**src/rtl/cascode_gate_sequencer.sv**
```systemverilog
module cascode_gate_sequencer #(
  parameter int SETTLE_CYC = 4,
  parameter int FILT_CYC   = 3
) (
  input  logic clk,
  input  logic rst_n,
  input  logic boot_mode,
  input  logic cmp_low,
  input  logic cmp_high,
  input  logic cmd_on,
  input  logic cmd_shutdown,
  output logic series_gate,
  output logic main_gate,
  output logic boot_status
);

  localparam int FW = (FILT_CYC < 1) ? 1 : $clog2(FILT_CYC + 1);
  localparam int SW = (SETTLE_CYC < 1) ? 1 : $clog2(SETTLE_CYC + 1);

  typedef enum logic [1:0] {DISABLED, BOOT_SWITCHING, NORMAL} mode_t;

  logic [1:0] raw, filt;
  assign raw = {cmp_high, cmp_low};

  for (genvar i = 0; i < 2; i++) begin : g_filt
    logic [FW-1:0] run;
    logic          f;
    always_ff @(posedge clk or negedge rst_n) begin
      if (!rst_n) begin
        run <= '0;
        f   <= 1'b0;
      end else if (raw[i] == f) begin
        run <= '0;
      end else if (run == FW'(FILT_CYC - 1)) begin
        run <= '0;
        f   <= raw[i];
      end else begin
        run <= run + 1'b1;
      end
    end
    assign filt[i] = f;
  end

  mode_t mode_q, mode_d;
  always_comb begin
    if (filt[1])                   mode_d = NORMAL;
    else if (boot_mode && filt[0]) mode_d = BOOT_SWITCHING;
    else                           mode_d = DISABLED;
  end

  logic series_q, main_q, stat_q;
  logic [SW-1:0] settle_q;

  wire main_want   = (mode_q != DISABLED) & cmd_on & ~cmd_shutdown;
  wire series_want = (mode_q == NORMAL) | ((mode_q == BOOT_SWITCHING) & main_want);
  wire settled     = series_q & (settle_q == '0);

  always_ff @(posedge clk or negedge rst_n) begin
    if (!rst_n) begin
      mode_q   <= DISABLED;
      series_q <= 1'b0;
      main_q   <= 1'b0;
      settle_q <= '0;
      stat_q   <= 1'b0;
    end else begin
      mode_q <= mode_d;
      stat_q <= (mode_q == BOOT_SWITCHING) & cmd_on & ~cmd_shutdown;

      if (series_want && !series_q) begin
        series_q <= 1'b1;
        settle_q <= SW'(SETTLE_CYC);
      end else begin
        if (!series_want && series_q && !main_q) series_q <= 1'b0;
        if (settle_q != '0) settle_q <= settle_q - 1'b1;
      end

      if (!main_want)   main_q <= 1'b0;
      else if (settled) main_q <= 1'b1;
    end
  end

  assign series_gate = series_q;
  assign main_gate   = main_q;
  assign boot_status = stat_q;

  p_main_needs_series_r6: assert property (@(posedge clk) disable iff (!rst_n)
    main_q |-> series_q);

  p_series_after_main_r6: assert property (@(posedge clk) disable iff (!rst_n)
    $fell(series_q) |-> !$past(main_q));

  p_main_rise_settled_r7: assert property (@(posedge clk) disable iff (!rst_n)
    $rose(main_q) |-> $past(series_q));

  p_shutdown_r8: assert property (@(posedge clk) disable iff (!rst_n)
    cmd_shutdown |=> !main_q);

  p_disabled_off_r2: assert property (@(posedge clk) disable iff (!rst_n)
    (mode_q == DISABLED) |=> !main_q);

  p_normal_holds_series_r5: assert property (@(posedge clk) disable iff (!rst_n)
    (mode_q == NORMAL && series_q) |=> series_q);

  p_status_quiet_r9: assert property (@(posedge clk) disable iff (!rst_n)
    (mode_q != BOOT_SWITCHING) |=> !stat_q);

endmodule

```
**config.mk**
```make
export PLATFORM = sky130hd
export DESIGN_NAME = cascode_gate_sequencer
export DESIGN_NICKNAME = d
export VERILOG_FILES = /design/src/rtl/cascode_gate_sequencer.sv
export SDC_FILE = /design/constraint.sdc
export NUM_CORES = 1
export LEC_CHECK = 0
export CAP_MARGIN = 30
export CELL_PAD_IN_SITES_DETAIL_PLACEMENT = 2
export CELL_PAD_IN_SITES_GLOBAL_PLACEMENT = 2
export CORE_MARGIN = 2
export CORE_UTILIZATION = 30
export CTS_CLUSTER_DIAMETER = 60
export DETAILED_ROUTE_END_ITERATION = 12
export PLACE_DENSITY = 0.66
export SLEW_MARGIN = 30
export SYNTH_ARGS = -nofsm -noshare
export SYNTH_HDL_FRONTEND = slang
export SYNTH_SLANG_ARGS = --single-unit
```
**constraint.sdc**
```tcl
create_clock -name clk -period 1.8 [get_ports clk]
set_input_delay 0.27 -clock clk [delete_from_list [all_inputs] [get_ports clk]]
set_output_delay 0.27 -clock clk [all_outputs]
set_load 0.02 [all_outputs]
```
* Word level (Yosys, flattened, before mapping)
Index checks and enable logic that the tools add are counted.
W data, S select, Z words.
** Storage, ports and cells
- Bits in registers :: 14
- Word-level logic and storage cells :: 55
** Operators by class
- Equal/unequal tests :: 7
- Add/sub/neg operators :: 3
- Bitwise operators :: 10
- Reduce and logical (&&, ||, !) cells :: 14
- Mux-type cells :: 12
** Operators with widths (number)
- $mux W2 :: 5
- $and A1 B1 Y1 :: 6
- $eq A2 B2 Y1 const B :: 3
- $mux W3 :: 2
- $reduce_bool A2 Y1 :: 3
- $mux W1 :: 5
- $add A2 B1 Y2 const B :: 2
- $logic_and A1 B1 Y1 :: 4
- $reduce_and A2 Y1 :: 2
- $logic_not A1 Y1 :: 3
- $logic_not A3 Y1 :: 1
- $not A1 Y1 :: 3
- $reduce_bool A3 Y1 :: 1
- $sub A3 B1 Y3 const B :: 1
- $eq A1 B1 Y1 :: 2
- $eq A2 B1 Y1 const B :: 1
- $ne A2 B1 Y1 const B :: 1
- $or A1 B1 Y1 :: 1

* Logic depth before layout (Yosys ltp)
- Depth in word-level cells :: 10
- Depth in mapped cells :: 5
- Mapped depth without buffers :: 5

* Least setup slack after synthesis
No wires, ideal clock.
- Kind :: register -> register
- From :: reg mode_q[0]
- To :: reg settle_q[2]
- Setup slack :: 0.687 ns
- Required time :: 1.676 ns
- Library setup time :: 0.124 ns
- Stages on the path, launching flop included :: 4
- Data arrival time :: 0.989 ns
- Path buffers :: 0
- Cells stage by stage :: dfrtp_1 -> and4bb_4 -> o21ba_1 -> a211o_1
** On the way
- Word-level cells in the longest chain between the ends :: 7
** RTL lines
- from (decl) :: line 44 : mode_t mode_q, mode_d;
- from (signal assigned) :: line 66 : mode_q <= mode_d;
- $reduce_bool A2 Y1 :: line 54 : wire main_want = (mode_q != DISABLED) & cmd_on & ~cmd_shutdown;
- $and A1 B1 Y1 (2 in series) :: line 54
- $and A1 B1 Y1 :: line 55 : wire series_want = (mode_q == NORMAL) | ((mode_q == BOOT_SWITCHING) & main_want);
- $or A1 B1 Y1 * :: line 55
- $logic_and A1 B1 Y1 * :: line 69 : if (series_want && !series_q) begin
- $mux W3 or $reduce_bool A2 Y1 (tied branches)
- to (signal assigned) :: line 71 : settle_q <= SW'(SETTLE_CYC);
- to (signal assigned) :: line 74 : if (settle_q != '0) settle_q <= settle_q - 1'b1;
- to (decl) :: line 52 : logic [SW-1:0] settle_q;
Every way passes the cells marked *; elsewhere a longest branch is shown, timed or not.
A chain may end at the register's enable or synchronous reset.

* Final worst setup path
- From :: reg series_q (netlist: series_gate)
- To :: out series_gate
** RTL lines
- from (decl) :: line 51 : logic series_q, main_q, stat_q;
- from (signal assigned) :: line 61 : series_q <= 1'b0;
- from (signal assigned) :: line 70 : series_q <= 1'b1;
- from (signal assigned) :: line 73 : if (!series_want && series_q && !main_q) series_q <= 1'b0;
- to (decl) :: line 12 : output logic series_gate,
No word-level cell between the ends.

==> flow_summary_export.csv <==
group,metric,value,unit
critical_path,crit_path_max_fanout,4,
yosys,synthCells,46,
power_and_ir_drop,p_leak,0.337,nW
critical_path,critPathKind,"reg2out",
yosys,seq_area_frac_synth,60.1,%
grt,grt_pass1_vias,405,
yosys,synth-seq-cells,14,
critical_path,regToRegEndpoint,"main_gate$_DFFE_PN0P_",
timing,rsz0062_at_grt,"no",
floorplan,die_area,2310,sq um
route,wl_per_cell,13.2,um
clocking,clock_latency,0.28,ns
yosys,synth_largest_area_cell,"dfrtp_1",
power_and_ir_drop,pwr-share-seq,45.6,%
placed_design,dp_hpwl,872,um
run_status,status,"complete, no violations",
timing,setup_viol,0,
critical_path,start_kind,"register",
floorplan,io_pins,10,
layout,layout-drive-gt1-share,13.6,%
critical_path,cp.required,1.53,ns
grt,grt_pass1_wl,1.79,mm
timing,finalWorstSetupSlack,0.236,ns
layout,fill_cells,195,
yosys,ys_async_sr_fraction,100,%
power_and_ir_drop,cellPowerDensity,1610,nW/um^2
critical_path,cp.buffers_inverters,1,
floorplan,start_util,32.7,%
clocking,cts_sinks,14,
layout,fin_area,741,sq um
route,wirelength,1.11,mm
critical_path,worstReg2RegStart,"settle_q[0]$_DFFE_PN0P_",
yosys,ys_warn_count,0,
layout,multi_input_area,221,sq um
power_and_ir_drop,vdd_drop_max,0.651,mV
clocking,htree_num_levels,1,
placed_design,post_dp_cell_area,704,sq um
timing,hold_viol,0,
grt,overflow,0,
clocking,cts-resized-gates,0,
critical_path,critPathTopFamily,"buffers and inverters",
timing,finalCritPeriodShare,86.9,%
critical_path,r2r_cells,4,
clocking,cts_tree,"built",
timing,layout_min_cycle_time,1.56,ns
yosys,syn_area,583,sq um
critical_path,max_stage_delay,0.62,ns
timing,tns,0,ns
timing,relSlewSlack,57.7,%
placed_design,gp_congestion,0.726,
clocking,holdBufCountCts,0,
route,drt-pass1-iter-count,3,
layout,syn_to_final_growth,27.0,%
clocking,cts_inserted_buffers,3,
run,max_cap_viol_count,0,
min_path,min_path_type,"in2async",
layout,insertedDiodeCount,0,
route,drt_iter0_drc,1,
grt,grt_max_degree,15,
clocking,path_clk_slew,0.09,ns
clocking,clk_path_buf_depth,2,
placed_design,io_buffers,9,
critical_path,ff2ff_setup_slack,0.61,ns
power_and_ir_drop,p_comb_share,35.4,%
timing,fmax,639,MHz
yosys,syn_area_per_cell,12.7,sq um
yosys,synth.most_common_cell,"dfrtp_1",
power_and_ir_drop,p_switching,397,uW
power_and_ir_drop,clkPwrFrac,18.9,%
floorplan,fp.dieH,48.1,um
critical_path,path_cells,"clkdlybuf4s50_1",
route,viasPerCell,4.56,
yosys,synth_common_cells,"dfrtp_1, nor2_1, inv_1, nor2b_1, xnor2_1",
layout,seq_area,350,sq um
floorplan,row_count,15,
yosys,ys_types,17,
grt,antenna_found_initial,0,
yosys,ys.flop_type,"dfrtp_1",
yosys,synth_edf_count,0,
timing,tightest_slew,0.633,ns
clocking,root_buffer,"clkbuf_4",
timing,hold_slack,0.377,ns
floorplan,core_area,1780,sq um
route,ant_nets,0,
layout,fin_nets,69,
yosys,synth_top_area_share,60.1,%
placed_design,pre_cts_slack,0.209,ns
power_and_ir_drop,p_int,796,uW
grt,grt_usage,11.9,%
timing,finClkSkew,0.00284,ns
route,drc,0,
yosys,syn-num-nets,55,
route,num_vias,383,
timing,slew_violations,0,
power_and_ir_drop,switching_share,33.3,%
yosys,synth.area.top_cells,"dfrtp_1, xnor2_1, ha_1, mux2_2, nor2_1",
power_and_ir_drop,power,1.19,mW
floorplan,fp.dieW,48.1,um
clocking,postCtsSetupBuffers,0,
critical_path,cp_slowest_cell,"clkdlybuf4s50_1",
critical_path,crit_arrival,1.29,ns
critical_path,endpoint_kind,"output pin",
registers in the layout (all words and copies together) (netlist names):
signal       cells
main_gate        1
mode_q           2
g_filt.f         2
settle_q         3
series_gate      1
g_filt.run       4
boot_status      1
layer usage:
metal | global-route usage, % | part of all wire (%) | vias up
met1 | 14.8 | 44 | 191
met5 | 0 | 0 | -
li1 | - | - | 181
met3 | 2.26 | 3.9 | 2
met4 | 8.11 | 0.36 | 0
met2 | 18.7 | 51 | 9
logic make-up after synthesis:
group	count (synthesis)	share of synthesized area, %
mux	2	3.86
simple gates	17	17.4
xor+xnor	3	4.51
flops	14	60.1
compound gates	5	7.94
buf+inv	3	1.93
fa+ha+maj	2	4.29
placed cells by master (no fill, tap or decap), types with 2 or more instances in the layout:
| cell | count |
|---|---|
| a211o_1 | 2 |
| mux2_2 | 2 |
| nor2_1 | 6 |
| inv_1 | 3 |
| nor3_1 | 2 |
| nor3b_1 | 2 |
| clkbuf_4 | 3 |
| xnor2_1 | 3 |
| clkdlybuf4s50_1 | 9 |
| dfrtp_1 | 14 |
| nor2b_1 | 3 |
| ha_1 | 2 |
power groups by stage:
stage | Combinational (mW) | Clock (mW) | Sequential [mW]
after floorplan | 0.306 | 0 | 0.538
after global placement | 0.396 | 0 | 0.534
after detailed placement | 0.430 | 0 | 0.554
after CTS | 0.437 | 0.236 | 0.549
after global routing | 0.477 | 0.250 | 0.568
final | 0.423 | 0.226 | 0.544
through the flow:
step	cells	util, %
after CTS	84	41.5
after detailed placement	80	39.5
after floorplan	46	-
final	84	41.5
after global routing	84	41.5
after global placement	80	39.5
cell type report:
class / instances / share of cell area, %
Clock buffer: 4 / 4.90
Inverter: 3 / 1.52
Multi-Input combinational cell: 29 / 29.9
Sequential cell: 14 / 47.3
Tap cell: 25 / 4.22
Timing Repair Buffer: 9 / 12.2
worst max-delay path by stage:
stage                            startpoint                       to  slack [ns]  cells past startpoint
floorplan               mode_q[0]$_DFF_PN0_  settle_q[2]$_DFFE_PN0P_        0.69                      3
global placement               cmd_shutdown  settle_q[2]$_DFFE_PN0P_        0.27                      4
detailed placement             cmd_shutdown  settle_q[2]$_DFFE_PN0P_        0.21                      4
CTS                 series_gate$_DFFE_PN0P_              series_gate        0.21                      1
global route        series_gate$_DFFE_PN0P_              series_gate        0.18                      1
finish              series_gate$_DFFE_PN0P_              series_gate        0.24                      1
Note: power is estimated with default switching activity, not from simulation.
